--- config.mk ---
export PLATFORM = sky130hd
export DESIGN_NAME = xlat_cache
export DESIGN_NICKNAME = d
export VERILOG_FILES = /design/src/rtl/xlat_cache.sv
export SDC_FILE = /design/constraint.sdc
export NUM_CORES = 1
export LEC_CHECK = 0
export ABC_AREA = 1
export BUFFER_PORTS_ARGS = -buffer_cell sky130_fd_sc_hd__buf_2
export CORE_ASPECT_RATIO = 0.9
export CORE_MARGIN = 5
export CORE_UTILIZATION = 55
export DETAILED_ROUTE_END_ITERATION = 7
export HOLD_SLACK_MARGIN = 0.15
export MAX_ROUTING_LAYER = met4
export PLACE_DENSITY = 0.75
export SLEW_MARGIN = 20
export SYNTH_ARGS = -nofsm -noshare
export SYNTH_HDL_FRONTEND = slang
export SYNTH_SLANG_ARGS = --single-unit
export TNS_END_PERCENT = 5
--- constraint.sdc ---
create_clock -name clk -period 10.65 [get_ports clk]
set_clock_uncertainty 0.05 [all_clocks]
set_input_delay 0.5325 -clock clk [delete_from_list [all_inputs] [get_ports clk]]
set_output_delay 0.5325 -clock clk [all_outputs]
set_load 0.01 [all_outputs]
--- src/rtl/xlat_cache.sv ---
module xlat_cache #(
  parameter int ENTRIES  = 8,
  parameter int PA_W     = 36,
  parameter int GLOB_BIT = 7
) (
  input  logic            clk,
  input  logic            rst_n,
  input  logic [31:0]     lk_lin,
  output logic            lk_hit,
  output logic [PA_W-1:0] lk_phys,
  input  logic            fill_en,
  input  logic [31:0]     fill_lin,
  input  logic [PA_W-13:0] fill_frame,
  input  logic            fill_big,
  input  logic            fill_glob,
  input  logic            base_wr,
  input  logic            task_sw,
  input  logic [31:0]     feat_ctl
);
  localparam int FR_W  = PA_W - 12;
  localparam int IDX_W = (ENTRIES > 1) ? $clog2(ENTRIES) : 1;

  logic [ENTRIES-1:0] v_q, g_q, big_q, match;
  logic [19:0]        tag_q [ENTRIES];
  logic [FR_W-1:0]    fr_q  [ENTRIES];
  logic [IDX_W-1:0]   rr_q, hit_idx, free_idx, victim;
  logic               any_match, any_free;

  wire flush = base_wr | task_sw;
  wire gen   = feat_ctl[GLOB_BIT];

  for (genvar i = 0; i < ENTRIES; i++) begin : g_cmp
    assign match[i] = v_q[i] && (big_q[i] ? tag_q[i][19:9] == lk_lin[31:21]
                                          : tag_q[i] == lk_lin[31:12]);
  end

  always_comb begin
    hit_idx  = '0;
    free_idx = '0;
    for (int i = ENTRIES - 1; i >= 0; i--) begin
      if (match[i]) hit_idx = IDX_W'(i);
      if (!v_q[i])  free_idx = IDX_W'(i);
    end
  end

  assign any_match = |match;
  assign any_free  = ~&v_q;
  assign victim    = any_free ? free_idx : rr_q;
  assign lk_hit    = any_match & ~flush;
  assign lk_phys   = big_q[hit_idx] ? {fr_q[hit_idx][FR_W-1:9], lk_lin[20:0]}
                                    : {fr_q[hit_idx], lk_lin[11:0]};

  always_ff @(posedge clk) begin
    if (!rst_n) begin
      v_q  <= '0;
      rr_q <= '0;
    end else if (flush) begin
      v_q <= gen ? (v_q & g_q) : '0;
    end else if (fill_en) begin
      v_q[victim]   <= 1'b1;
      g_q[victim]   <= fill_glob;
      big_q[victim] <= fill_big;
      tag_q[victim] <= fill_lin[31:12];
      fr_q[victim]  <= fill_frame;
      if (!any_free)
        rr_q <= (rr_q == IDX_W'(ENTRIES - 1)) ? '0 : rr_q + 1'b1;
    end
  end
endmodule


==> summary.txt <==
Finish
  • Fillers: 2675
  • Share of the core filled with cells: 0.624
  • Share of cells above drive strength 1: 0.109
  • Area grow syn2layout: 11.4%
  • Post-Layout Inst Area: 20700 µm²
  • Final #Nets: 2118

GRT
  • Number of global-route vias before repair: 13400
  • Total global routing overflow: 0
  • Met2 Track Usage GR: 0.424
  • Global-route usage over all layers: 0.276
  • Antenna violations before repair: 3
  • GR Layer Usage met3: 0.0424
  • Busiest layer in global routing: met2
  • Global-route wire length before repair: 76.5 mm
  • Largest net degree at the start of global routing: 82
  • Met1 layer usage reported by global route: 0.375

Place
  • Number of I/O port buffers: 96
  • Worst setup timing slack at the placement stage: 5.41 ns
  • Post-detailed-placement half-perimeter wirelength: 32.9 mm
  • RD Place Congestion: 0.963
  • Cell area reported after detailed placement: 19300 µm²

Worst setup path
  • WP data required: 10.07 ns
  • Maximum fanout along the worst path: 60
  • Arrival @ worst endpoint: 4.79 ns
  • Kind of critical path: reg -> out
  • Kind of end point of the critical path: output port
  • Critical Path Start Type: register

Drt
  • Number of search-and-repair iterations in the first detailed-routing pass: 5
  • Number of violations reported at the end of detailed-routing iteration 0: 1702
  • # DRC: 0
  • Routed vias/inst: 5.77
  • Number of nets with antenna violations after detailed routing: 0
  • Total detailed-routing wirelength: 50.7 mm
  • Detailed-route via count: 14100
  • Detailed-route wire length per cell: 20.7 µm

Synth
  • Portion of the post-synthesis area used by sequential elements: 0.607
  • Post-synth top area share: 0.596
  • Top cells by area, synth: sky130_fd_sc_hd__edfxtp_1 60%, sky130_fd_sc_hd__nand2_1 10%, sky130_fd_sc_hd__inv_1 4.6%, sky130_fd_sc_hd__nor2_1 3.0%, sky130_fd_sc_hd__nand3_1 2.9%
  • Compound-cell area share of the yosys netlist: 0.0542
  • Cell accounting for the most synthesized area: sky130_fd_sc_hd__edfxtp_1
  • Post-Synth XOR/XNOR Area: 0.0307
  • Fraction of synthesized area in multiplexers: 0
  • Number of synthesized flops with an enable pin: 368
  • Post-Synth Simple-Gate Area: 0.232
  • Cell with the most instances after synthesis: sky130_fd_sc_hd__nand2_1
  • Share of flip-flops with an asynchronous set or reset: 0
  • Post-synth design cell area: 18600 µm²
  • Commonest cells post-synth: 512 x sky130_fd_sc_hd__nand2_1, 368 x sky130_fd_sc_hd__edfxtp_1, 229 x sky130_fd_sc_hd__inv_1
  • Count of cell types in the netlist: 47
  • Number of warnings reported in the yosys synthesis log: 0
  • Primary FF master, synth: sky130_fd_sc_hd__edfxtp_1
  • Syn nets: 2042
  • Number of instances in the synthesized netlist: 1913
  • Per-instance average area after synthesis: 9.70 µm²
  • Combinational family with the most area after synthesis: simple AND/OR/NAND/NOR gates
  • Synthesized-area fraction occupied by adder cells: 0.00135
  • Synthesized flop and latch total: 379

Die
  • # rows: 63
  • Area of the die: 37500 µm²
  • Height of the die: 184 µm
  • Die X: 204 µm
  • Effective utilization at floorplan: 0.560
  • Total core area: 33100 µm²
  • Boundary pin count: 164

CTS
  • Clock slew seen by the registers of the worst setup and hold paths: 0.06 ns
  • TritonCTS clock tree: done
  • Post-CTS sizing: 0
  • Clock root buffer master: sky130_fd_sc_hd__clkbuf_16
  • Number of hold-repair buffers added at the cts stage: 0
  • CTS max path bufs: 3
  • Setup Fix Bufs, Post-CTS: 0
  • Later-pin clock latency in the skew report: 0.56 ns
  • Total clock sinks: 379
  • Number of buffers inserted during clock tree synthesis: 40
  • CTS HTree Levels: 2

STA
  • Tightest Pin Transition: 1.10 ns
  • Number of max-slew violations in the final report: 0
  • Final total negative setup slack: 0 ns
  • Count of endpoints failing hold in the final timing report: 0
  • Number of setup violations in the final report: 0
  • Final worst path period share: 0.505
  • RSZ-0062 raised after global routing: false
  • Tightest hold margin: 0.187 ns
  • Max transition margin: 0.265
  • Setup ws final: 5.27 ns
  • Achievable clock frequency: 186 MHz
  • Tmin final: 5.38 ns

Power and ir drop
  • Worst vdd ir: 0.168 mV
  • Power per Cell Area: 158 nW/µm²
  • Leakage power summed over all cells: 8.44 nW

Status
  • Outcome: complete, no violations

Job
  • Max-cap violation count: 0

Worst hold path
  • HP Class: in -> reg
-- critical path: stages (launching register included) --
cell and delay [ns]:
sky130_fd_sc_hd__edfxtp_1 0.38, sky130_fd_sc_hd__xnor2_1 0.38, sky130_fd_sc_hd__nor2b_1 0.19, sky130_fd_sc_hd__nand3_1 0.08, sky130_fd_sc_hd__o21ai_1 0.29, sky130_fd_sc_hd__nand2_1 0.16
sky130_fd_sc_hd__nand2_1 0.09, sky130_fd_sc_hd__nand2_1 0.09, sky130_fd_sc_hd__nand2_1 0.07, sky130_fd_sc_hd__nand2_1 0.06, sky130_fd_sc_hd__nand2_2 0.62, sky130_fd_sc_hd__nand2_2 0.80
sky130_fd_sc_hd__o21ai_0 0.47, sky130_fd_sc_hd__o22ai_1 0.13, sky130_fd_sc_hd__nand2_1 0.11, sky130_fd_sc_hd__nand2_1 0.12, sky130_fd_sc_hd__buf_2 0.17
-- final timing paths --
path                 start          end  slack (ns)  cells past startpoint
max            tag_q[5][8]  lk_phys[33]        5.27                     16
min          fill_frame[9]   fr_q[6][9]        0.19                      1
max reg2reg         v_q[3]   fr_q[5][6]        7.07                      9
min reg2reg        rr_q[0]      rr_q[0]        0.47                      2
-- cell usage in the layout (no fill, tap or decap), drive strengths merged, types with 3 or more instances in the layout --
cell and n:
xnor2 30, inv 245, a21oi 47, nor3b 4
o21ai 86, nor3 36, diode 3, xor2 35
bufinv 8, nand4 51, or2 18, o22ai 30
edfxtp 368, and3 3, dfxtp 11, a211oi 8
clkinv 19, nand3 109, buf 109, nor4 39
nand3b 32, nand2 519, clkbuf 44, nor2 150
nor4b 3
-- cells by family (layout without fill, tap and decap cells) --
logic type | after synthesis | count (layout)
compound gates | 179 | 179
other cells | 0 | 3
fa+ha+maj | 2 | 2
buf+inv | 319 | 426
xor+xnor | 65 | 65
simple gates | 969 | 969
flops | 379 | 379
-- where the power goes --
group / internal (W) / leakage, nW / switching, W
Combinational: 0.0000408 / 4.36 / 0.000114
Sequential: 0.00164 / 3.40 / 0.00000117
Clock: 0.000890 / 0.682 / 0.000590
-- sequential cells by signal, summed over array words and instances (netlist names) --
register / count
rr_q: 3
v_q: 8
big_q: 8
tag_q: 160
fr_q: 192
g_q: 8
-- routing by layer --
layer | vias up | part of all wire
met4 | 0 | 0.039
li1 | 6632 | -
met1 | 6633 | 0.41
met3 | 132 | 0.091
met2 | 721 | 0.46
met5 | - | 0
-- metrics by stage --
| stage | power, W | cells |
|---|---|---|
| after floorplan | 0.00176 | 1913 |
| after global placement | 0.00182 | 2368 |
| after detailed placement | 0.00182 | 2368 |
| after CTS | 0.00328 | 2441 |
| after global routing | 0.00337 | 2445 |
| final | 0.00327 | 2445 |
-- area by class of cell --
type	count	area, µm²	share of cell area
sequential	379	11300	0.545
multi-input combinational	1215	5970	0.289
clock buffer	44	1020	0.0491
inverter	244	918	0.0444
timing repair buffer	109	582	0.0281
tap	422	528	0.0255
clock inverter	29	387	0.0187
antenna	3	7.51	0.000363
Power figures use the tool's default switching activity.
